$ cat src/rtl/dbgm_pkg.sv
// Package: shared opcode type and widths for the command-word bus master.
package dbgm_pkg;
    typedef enum logic [1:0] {
        OP_READ   = 2'b00,
        OP_WRITE  = 2'b01,
        OP_SETADR = 2'b10,
        OP_NONE   = 2'b11
    } op_e;

    localparam int unsigned OP_W = 2;
endpackage

$ cat src/rtl/dbgm_cmd_decode.sv
// Command decoder.
// Splits an incoming command word into one-hot action strobes.
// Assumes: a strobe is only acted on while no bus cycle is open
// (gate = !busy); opcode 2'b11 yields no action.
module dbgm_cmd_decode
    import dbgm_pkg::*;
#(
    parameter int unsigned DATA_W = 32,
    localparam int unsigned CMD_W = DATA_W + OP_W
) (
    input  logic              clk,
    input  logic              rst_n,
    input  logic              cmd_valid,
    input  logic [CMD_W-1:0]  cmd_word,
    input  logic              idle,
    output logic              go_read,
    output logic              go_write,
    output logic              go_setadr,
    output logic [DATA_W-1:0] payload
);
    op_e  op;
    logic take;

    // Purpose: pick out the opcode and gate acceptance on the idle state.
    always_comb begin
        op        = op_e'(cmd_word[CMD_W-1 -: OP_W]);
        take      = cmd_valid && idle;
        payload   = cmd_word[DATA_W-1:0];
        go_read   = take && (op == OP_READ);
        go_write  = take && (op == OP_WRITE);
        go_setadr = take && (op == OP_SETADR);
    end

    // an idle-opcode word never produces an action
    a_r1_none_ignored: assert property (@(posedge clk) disable iff (!rst_n)
        (cmd_valid && cmd_word[CMD_W-1 -: OP_W] == 2'b11) |-> !(go_read || go_write || go_setadr));
    // nothing is accepted while a cycle is open
    a_r10_drop_when_busy: assert property (@(posedge clk) disable iff (!rst_n)
        !idle |-> !(go_read || go_write || go_setadr));
endmodule

$ cat src/rtl/dbgm_addr_unit.sv
// Address register.
// Holds the byte address and the auto-advance enable. A set-address word
// loads or offsets the address; a completed access advances it by STEP.
// Assumes: set_en and step_en are never high together (set only when idle,
// step only at the close of an open cycle).
module dbgm_addr_unit #(
    parameter int unsigned ADDR_W = 32,
    parameter int unsigned STEP   = 4
) (
    input  logic              clk,
    input  logic              rst_n,
    input  logic              set_en,
    input  logic [ADDR_W-1:0] set_val,
    input  logic              step_en,
    output logic [ADDR_W-1:0] addr
);
    localparam int unsigned FLAG_REL  = 1;
    localparam int unsigned FLAG_HOLD = 0;

    logic [ADDR_W-1:0] addr_q;
    logic              adv_q;
    logic [ADDR_W-1:0] offs;
    logic [ADDR_W-1:0] addend;
    logic [ADDR_W-1:0] base;
    logic [ADDR_W-1:0] sum;

    // Purpose: share one adder between relative load and auto-advance.
    always_comb begin
        offs   = {set_val[ADDR_W-1:2], 2'b00};
        base   = (set_en && !set_val[FLAG_REL]) ? '0 : addr_q;
        addend = set_en ? offs : ADDR_W'(STEP);
        sum    = base + addend;
    end

    // Purpose: update the address register and the advance mode.
    always_ff @(posedge clk) begin
        if (!rst_n) begin
            addr_q <= '0;
            adv_q  <= 1'b1;
        end else if (set_en) begin
            addr_q <= sum;
            adv_q  <= !set_val[FLAG_HOLD];
        end else if (step_en && adv_q) begin
            addr_q <= sum;
        end
    end

    assign addr = addr_q;

    // advance by STEP when enabled
    a_r6_advance: assert property (@(posedge clk) disable iff (!rst_n)
        (step_en && adv_q) |=> (addr_q == $past(addr_q) + ADDR_W'(STEP)));
    // hold when advance is disabled
    a_r6_hold: assert property (@(posedge clk) disable iff (!rst_n)
        (step_en && !adv_q) |=> $stable(addr_q));
    // a load cannot coincide with a completion
    a_r10_no_overlap: assert property (@(posedge clk) disable iff (!rst_n)
        !(set_en && step_en));
    // an absolute load leaves the low bits clear
    a_r4_aligned: assert property (@(posedge clk) disable iff (!rst_n)
        (set_en && !set_val[FLAG_REL]) |=> (addr_q[1:0] == 2'b00));
endmodule

$ cat src/rtl/dbgm_wb_engine.sv
// Wishbone classic single-beat engine.
// Opens one cycle per accepted read or write, holds every bus signal until
// ack or err, closes on the following edge and reports the outcome as a
// one-cycle pulse. Assumes: err wins if a slave raises ack and err together.
module dbgm_wb_engine #(
    parameter int unsigned DATA_W = 32,
    parameter int unsigned ADDR_W = 32,
    localparam int unsigned WADR_W = ADDR_W - 2
) (
    input  logic              clk,
    input  logic              rst_n,
    input  logic              go_read,
    input  logic              go_write,
    input  logic [ADDR_W-1:0] addr,
    input  logic [DATA_W-1:0] wdata,
    output logic              open,
    output logic              step_en,
    output logic              rd_valid,
    output logic [DATA_W-1:0] rd_data,
    output logic [ADDR_W-1:0] rd_addr,
    output logic              wr_ack,
    output logic              bus_err,
    output logic              wb_cyc_o,
    output logic              wb_stb_o,
    output logic              wb_we_o,
    output logic [WADR_W-1:0] wb_adr_o,
    output logic [DATA_W-1:0] wb_dat_o,
    input  logic [DATA_W-1:0] wb_dat_i,
    input  logic              wb_ack_i,
    input  logic              wb_err_i
);
    logic              cyc_q;
    logic              we_q;
    logic [WADR_W-1:0] adr_q;
    logic [DATA_W-1:0] dat_q;
    logic              done;

    // Purpose: detect the end of an open cycle and a good completion.
    always_comb begin
        done    = cyc_q && (wb_ack_i || wb_err_i);
        step_en = cyc_q && wb_ack_i && !wb_err_i;
    end

    // Purpose: open, hold and close the bus cycle.
    always_ff @(posedge clk) begin
        if (!rst_n) begin
            cyc_q <= 1'b0;
        end else if (!cyc_q) begin
            cyc_q <= go_read || go_write;
        end else if (done) begin
            cyc_q <= 1'b0;
        end
    end

    // Purpose: latch request attributes when a cycle opens.
    always_ff @(posedge clk) begin
        if (!rst_n) begin
            we_q  <= 1'b0;
            adr_q <= '0;
            dat_q <= '0;
        end else if (!cyc_q && (go_read || go_write)) begin
            we_q  <= go_write;
            adr_q <= addr[ADDR_W-1:2];
            dat_q <= wdata;
        end
    end

    // Purpose: produce the one-cycle result pulses and capture read data.
    always_ff @(posedge clk) begin
        if (!rst_n) begin
            rd_valid <= 1'b0;
            wr_ack   <= 1'b0;
            bus_err  <= 1'b0;
            rd_data  <= '0;
        end else begin
            rd_valid <= done && !wb_err_i && !we_q;
            wr_ack   <= done && !wb_err_i && we_q;
            bus_err  <= done && wb_err_i;
            if (done && !wb_err_i && !we_q) begin
                rd_data <= wb_dat_i;
            end
        end
    end

    assign open     = cyc_q;
    assign wb_cyc_o = cyc_q;
    assign wb_stb_o = cyc_q;
    assign wb_we_o  = we_q;
    assign wb_adr_o = adr_q;
    assign wb_dat_o = dat_q;
    assign rd_addr  = {adr_q, 2'b00};

    // request held steady until the slave answers
    a_r2_hold_request: assert property (@(posedge clk) disable iff (!rst_n)
        (cyc_q && !wb_ack_i && !wb_err_i) |=> (cyc_q && $stable(adr_q) && $stable(we_q) && $stable(dat_q)));
    // cycle closes on the edge after an answer
    a_r7_close: assert property (@(posedge clk) disable iff (!rst_n)
        done |=> !wb_cyc_o);
    // a read result is a single-cycle pulse
    a_r7_rd_pulse: assert property (@(posedge clk) disable iff (!rst_n)
        rd_valid |=> !rd_valid);
    // a write acknowledgement is a single-cycle pulse
    a_r8_wr_pulse: assert property (@(posedge clk) disable iff (!rst_n)
        wr_ack |=> !wr_ack);
    // at most one outcome pulse at a time
    a_r9_one_outcome: assert property (@(posedge clk) disable iff (!rst_n)
        $onehot0({rd_valid, wr_ack, bus_err}));
    // an error completion never advances the address
    a_r9_err_no_step: assert property (@(posedge clk) disable iff (!rst_n)
        wb_err_i |-> !step_en);
endmodule

$ cat src/rtl/dbg_bus_master.sv
// Command-word bus master (top).
// Accepts 34-bit command words and performs single Wishbone classic
// accesses at an internal, optionally auto-advancing byte address.
// Assumes: upstream holds further commands while busy is high.
module dbg_bus_master #(
    parameter int unsigned DATA_W = 32,
    localparam int unsigned ADDR_W = DATA_W,
    localparam int unsigned CMD_W  = DATA_W + 2,
    localparam int unsigned WADR_W = ADDR_W - 2
) (
    input  logic              clk,
    input  logic              rst_n,
    input  logic              cmd_valid,
    input  logic [CMD_W-1:0]  cmd_word,
    output logic              busy,
    output logic              rd_valid,
    output logic [DATA_W-1:0] rd_data,
    output logic [ADDR_W-1:0] rd_addr,
    output logic              wr_ack,
    output logic              bus_err,
    output logic              wb_cyc_o,
    output logic              wb_stb_o,
    output logic              wb_we_o,
    output logic [WADR_W-1:0] wb_adr_o,
    output logic [DATA_W-1:0] wb_dat_o,
    input  logic [DATA_W-1:0] wb_dat_i,
    input  logic              wb_ack_i,
    input  logic              wb_err_i
);
    logic              go_read;
    logic              go_write;
    logic              go_setadr;
    logic [DATA_W-1:0] payload;
    logic [ADDR_W-1:0] addr;
    logic              open;
    logic              step_en;

    dbgm_cmd_decode #(.DATA_W(DATA_W)) u_decode (
        .clk       (clk),
        .rst_n     (rst_n),
        .cmd_valid (cmd_valid),
        .cmd_word  (cmd_word),
        .idle      (!open),
        .go_read   (go_read),
        .go_write  (go_write),
        .go_setadr (go_setadr),
        .payload   (payload)
    );

    dbgm_addr_unit #(.ADDR_W(ADDR_W), .STEP(4)) u_addr (
        .clk     (clk),
        .rst_n   (rst_n),
        .set_en  (go_setadr),
        .set_val (payload),
        .step_en (step_en),
        .addr    (addr)
    );

    dbgm_wb_engine #(.DATA_W(DATA_W), .ADDR_W(ADDR_W)) u_engine (
        .clk      (clk),
        .rst_n    (rst_n),
        .go_read  (go_read),
        .go_write (go_write),
        .addr     (addr),
        .wdata    (payload),
        .open     (open),
        .step_en  (step_en),
        .rd_valid (rd_valid),
        .rd_data  (rd_data),
        .rd_addr  (rd_addr),
        .wr_ack   (wr_ack),
        .bus_err  (bus_err),
        .wb_cyc_o (wb_cyc_o),
        .wb_stb_o (wb_stb_o),
        .wb_we_o  (wb_we_o),
        .wb_adr_o (wb_adr_o),
        .wb_dat_o (wb_dat_o),
        .wb_dat_i (wb_dat_i),
        .wb_ack_i (wb_ack_i),
        .wb_err_i (wb_err_i)
    );

    assign busy = open;

    // busy mirrors the open bus cycle
    a_r10_busy_cycle: assert property (@(posedge clk) disable iff (!rst_n)
        busy == wb_cyc_o);
    // reset leaves no cycle open and no pulse
    a_r11_reset_quiet: assert property (@(posedge clk)
        !rst_n |=> !(wb_cyc_o || rd_valid || wr_ack || bus_err));
endmodule

$ cat config.mk
export PLATFORM = sky130hd
export DESIGN_NAME = dbg_bus_master
export DESIGN_NICKNAME = d
export VERILOG_FILES = /design/src/rtl/dbgm_pkg.sv /design/src/rtl/dbgm_cmd_decode.sv /design/src/rtl/dbgm_addr_unit.sv /design/src/rtl/dbgm_wb_engine.sv /design/src/rtl/dbg_bus_master.sv
export SDC_FILE = /design/constraint.sdc
export NUM_CORES = 1
export LEC_CHECK = 0
export CORE_MARGIN = 10
export CORE_UTILIZATION = 52
export CTS_CLUSTER_SIZE = 25
export DETAILED_ROUTE_END_ITERATION = 6
export PLACE_DENSITY = 0.92
export SYNTH_ARGS = -nofsm -noshare
export SYNTH_HDL_FRONTEND = slang
export SYNTH_SLANG_ARGS = --single-unit
export TNS_END_PERCENT = 20
$ cat constraint.sdc
create_clock -name clk -period 5.1 [get_ports clk]
set_input_delay 0.51 -clock clk [delete_from_list [all_inputs] [get_ports clk]]
set_output_delay 0.51 -clock clk [all_outputs]
set_load 0.01 [all_outputs]
---- Word level (Yosys, flattened, before mapping) ----
Cells that the tools add are included.
operators by class
  add/subtract/negate cells ............... 1
  eq/ne operators ......................... 2
  multiplexer cells ....................... 6
  reductions and logical operators ........ 23
operators with widths
  cell                                            number
  two-way mux 32 bit                              4
  adder 32 bit                                    1
  logical AND 1 bit                               14
  logical NOT 1 bit                               5
  == test 2 x 1 -> 1 bit (second input constant)  1
  == test 2 bit (second input constant)           1
  logical NOT 2 bit                               1
  logical OR 1 bit                                2
  two-way mux 1 bit                               2
  nonzero test 2 bit                              1
storage, ports and cells
  flip-flop bits (word level) ............. 132
  input bits .............................. 71
  logic and storage cells ................. 42

---- Depth between registers and ports, before layout ----
  depth after elaboration ................. 8
  mapped depth ............................ 16

---- By module ----
A second synthesis with hierarchy kept.
second synthesis, totals
  cells, all modules ...................... 916
  area, all modules ....................... 7627.3 um2
by module, submodules not included
  module           instances  cells each  area each (um2)
  dbgm_wb_engine   1          460         4242.8
  dbgm_addr_unit   1          420         3105.5
  dbgm_cmd_decode  1          35          275.3
  dbg_bus_master   1          1           3.8

---- Worst setup path after synthesis ----
OpenSTA, ideal clock, no wires.
  kind .................................... input port to flip-flop
  start ................................... input port cmd_word[33]
  end ..................................... register u_addr.addr_q[30], in the netlist u_addr.addr[30]
  library setup time ...................... 0.062 ns
  arrival ................................. 3.510 ns
  path slack .............................. 1.528 ns
  cell stages on the path ................. 15
  path buffers ............................ 4
  cells stage by stage .................... nor4bb_1 > buf_2 > nor2b_1 > clkbuf_1 > clkbuf_1 > nor2b_1 > ha_1 > buf_6 > a21o_1 > a21o_1 > a21o_1 > a32oi_1 > o21ai_1 > or4_1 > nand3_1
between the ends
  longest elaborated chain between the ends .. 7
  elaborated cells between the ends (all ways) .. 9
  classes of those cells .................. add/sub: 1; eq/ne: 1; mux: 4; reduce/logical: 3
ends and longest elaborated chain
  what                  line                   source
  from (decl)           dbg_bus_master.sv:14   input logic [CMD_W-1:0] cmd_word,
  == test 2 bit *       dbgm_cmd_decode.sv:31  go_setadr = take && (op == OP_SETADR);
  logical AND 1 bit *   dbgm_cmd_decode.sv:31
  logical AND 1 bit     dbgm_addr_unit.sv:30   base = (set_en && !set_val[FLAG_REL]) ? '0 : addr_q;
  two-way mux 32 bit    dbgm_addr_unit.sv:30
  adder 32 bit          dbgm_addr_unit.sv:32   sum = base + addend;
  two-way mux 32 bit    dbgm_addr_unit.sv:43   end else if (step_en && adv_q) begin
  two-way mux 32 bit    dbgm_addr_unit.sv:40   end else if (set_en) begin
  to (signal assigned)  dbgm_addr_unit.sv:41   addr_q <= sum;
  to (signal assigned)  dbgm_addr_unit.sv:44   addr_q <= sum;
  to (decl)             dbgm_addr_unit.sv:20   logic [ADDR_W-1:0] addr_q;
Every way passes the cells marked *; elsewhere a longest branch is shown, timed or not. The select of a mux whose other input is x is not followed.
A chain may end at the register's enable or synchronous reset.

---- Final worst setup path ----
Same ends and word-level chain as after synthesis.

==> flow_summary.ini <==
[setup_path]
cp-end-kind = register
path_class = in -> reg
reg2reg_to = u_addr.addr[26]$_SDFFE_PN0P_
r2r_slack_ps = 1550
start_kind = input pin
cp-startpoint = cmd_word[33]
rr_worst_depth = 14
worstPathMaxFanout = 29
r2r_start = u_engine.open$_SDFF_PN0_
worstPathArrival_ps = 4030
required_ps = 5470

[floorplan]
rows = 42
fp.dieW_um = 136
fp.dieArea_um2 = 18400
start_util = 0.529
io_pins = 204
die_y_um = 136
coreArea_um2 = 13100

[sta]
max_freq_ghz = 0.273
finalSetupViolations = 0
finalSetupTns_ps = 0
timing.hold.ws_ps = 452
clock_skew_ps = 9.07
fin_crit_sh = 0.719
max_slew.worst_pin.slew_ps = 879
rsz0062_at_grt = no
finalHoldViolations = 0
fin_crit_ps = 3670
slew_violations = 0
max-slew-margin-rel = 0.414

[routing]
wl_per_cell_um = 17.0
drtIter0Drc = 549
drc = 0
vias = 6924
routed_wl_mm = 21.2
wl_met2_mm = 10.4
wl_met3_mm = 1.63
wl_met1_mm = 8.65
drt-pass1-iter-count = 7
vias_per_cell = 5.56
topRoutingLayerUsed = met4
final_antenna_net_count = 0

[synthesis]
synth.top_cell.area_share = 0.375
synth_ff_type = dfxtp_1
syn_inst = 922
ys_ff_latch = 130
ys_warn_count = 0
synth_cell_type_count = 69
synth.largest_area_cell = dfxtp_1
avgSynthCellArea_um2 = 7.53
yosysSeqAreaShare = 0.375
synth_enable_flop_cells = 0
synthesis.area_um2 = 6940
async_flop_share = 0
synth_area_leaders = dfxtp_1, nand2_1, a21oi_1, ha_1, buf_4

[layout]
nFillCells = 1016
drive_gt1_frac = 0.0524
multi_input_area_um2 = 3830
syn_to_final_growth_pct = 34.9
seq_area_um2 = 2600
num_antenna_cells = 0
fin_nets = 1157

[global_routing]
grt_max_degree = 85
grtUsageTotal = 0.223
grt_pass1_wl_mm = 33.5
grt_overflow = 0
antenna_found_initial = 0
grt_pass1_vias = 6733

[run_status]
status = finished, final reports clean

[clock_network]
cts_resized = 0
clk_latency_ps = 430
cts_setup_buffers = 0
cts_buffers = 17
clockRootBuffer = clkbuf_16
cts_tree = done
clock_path_buffers = 2
clk_pin_slew_worst_paths_ps = 60
cts_htree_levels = 4
clock_sinks = 130
hold_buffers = 0

[pwr]
power.leakage_nw = 3.51
powerDensity_nw_per_um2 = 269
ir_drop_uv = 358

[placed_design]
gp_congestion = 0.936
dp_hpwl_mm = 14.9
io_buffers = 201

[hold_path]
hp-class = reg -> reg
holdPathStages = 2
worstHoldStart = u_engine.wb_dat_o[16]$_SDFFE_PN0P_
holdPathEnd = u_engine.wb_dat_o[16]$_SDFFE_PN0P_

[job]
drv_cap = 0
## area by class of cell
class | instances | share of cell area
multi-input combinational | 687 | 0.408
inverter | 9 | 0.00374
timing repair buffer | 211 | 0.223
tap | 176 | 0.0235
clock inverter | 15 | 0.0182
sequential | 130 | 0.278
clock buffer | 17 | 0.0454
## state kept, by name, indices dropped and copies added (netlist names), 30 cells and up
register           cells
u_addr.addr           30
u_engine.wb_dat_o     32
u_engine.rd_data      32
u_engine.wb_adr_o     30
## through the flow
step	power (mW)	utilization	area (um2)	std cells	worst slack, ps
after global placement	1.31	0.668	8770	1213	1160
after global routing	2.60	0.713	9370	1245	1200
after detailed placement	1.31	0.668	8770	1213	1070
after floorplan	1.19	-	6950	923	1530
after CTS	2.53	0.713	9370	1245	1490
final	2.52	0.713	9370	1245	1430
## power by group
part           switching (mW)  internal (mW)  total (mW)
Clock                   0.501          0.731        1.23
Sequential             0.0132           1.04        1.05
Combinational           0.125          0.116       0.241
Total                   0.639           1.88        2.52
## worst max-delay path by stage
| stage | slack [ps] | to | cells past startpoint |
|---|---|---|---|
| detailed placement | 1070 | u_addr.addr[26]$_SDFFE_PN0P_ | 15 |
| global placement | 1160 | u_addr.addr[25]$_SDFFE_PN0P_ | 14 |
| CTS | 1490 | u_addr.addr[30]$_SDFFE_PN0P_ | 15 |
| floorplan | 1530 | u_addr.addr[30]$_SDFFE_PN0P_ | 15 |
| global route | 1200 | u_addr.addr[31]$_SDFFE_PN0P_ | 13 |
| finish | 1430 | u_addr.addr[30]$_SDFFE_PN0P_ | 15 |
## worst max-delay path, cell delays in order
cell and delay (ps):
clkdlybuf4s50_1 540, nor4bb_4 330, nor2b_2 180, buf_4 320, nor2b_1 90, ha_1 220
inv_1 80, fa_1 180, and2b_1 210, o2111ai_1 320, nand2_2 150, a31oi_4 250
nor3_1 110, or4_1 420, nand3_1 100
## cells in the final DEF, fill, tap and decap left out, drive strengths merged, types with 3 or more instances in the layout
| cell type | n |
|---|---|
| clkbuf | 17 |
| o21a | 6 |
| o21bai | 7 |
| clkinv | 4 |
| dfxtp | 130 |
| nand3 | 30 |
| clkdlybuf4s50 | 201 |
| o21ai | 24 |
| a211oi | 4 |
| buf | 10 |
| o31ai | 3 |
| nor2b | 32 |
| ha | 29 |
| nand2 | 229 |
| or4 | 3 |
| nor2 | 34 |
| or3 | 4 |
| clkinvlp | 3 |
| a21oi | 139 |
| nor3b | 3 |
| inv | 15 |
| nor3 | 12 |
| xnor2 | 10 |
| nand4 | 9 |
| and3 | 8 |
| a32oi | 3 |
| nand2b | 5 |
| o211ai | 3 |
| a31oi | 3 |
| and4 | 3 |
| and2 | 30 |
| a21o | 15 |
## cells by family (layout without fill, tap and decap cells)
| logic type | count (synthesis) | count (layout) | synth area share |
|---|---|---|---|
| fa+ha+maj | 30 | 30 | 0.0551 |
| mux | 2 | 2 | 0.00306 |
| buf+inv | 106 | 252 | 0.0789 |
| compound gates | 227 | 227 | 0.195 |
| other cells | 1 | 2 | 0.000540 |
| flops | 130 | 130 | 0.375 |
| xor+xnor | 12 | 12 | 0.0151 |
| simple gates | 414 | 414 | 0.277 |
## cells in the mapped netlist, types with 4 or more instances
| master | n |
|---|---|
| a211oi_1 | 4 |
| a21o_1 | 15 |
| a21oi_1 | 139 |
| and2_1 | 29 |
| and3_1 | 7 |
| buf_1 | 4 |
| buf_2 | 6 |
| buf_4 | 36 |
| clkbuf_1 | 50 |
| dfxtp_1 | 130 |
| ha_1 | 29 |
| inv_1 | 8 |
| nand2_1 | 228 |
| nand2b_1 | 5 |
| nand3_1 | 30 |
| nand4_1 | 9 |
| nor2_1 | 34 |
| nor2b_1 | 32 |
| nor3_1 | 12 |
| o21a_1 | 6 |
| o21ai_0 | 17 |
| o21ai_1 | 7 |
| o21bai_1 | 7 |
| or3_1 | 4 |
| xnor2_1 | 10 |
## routing by layer
| layer | GRT usage | up-vias |
|---|---|---|
| met4 | 0.0915 | 0 |
| met2 | 0.369 | 270 |
| li1 | - | 3381 |
| met1 | 0.259 | 3219 |
| met3 | 0.0742 | 54 |
| met5 | 0 | - |
Note: power is estimated with default switching activity, not from simulation.
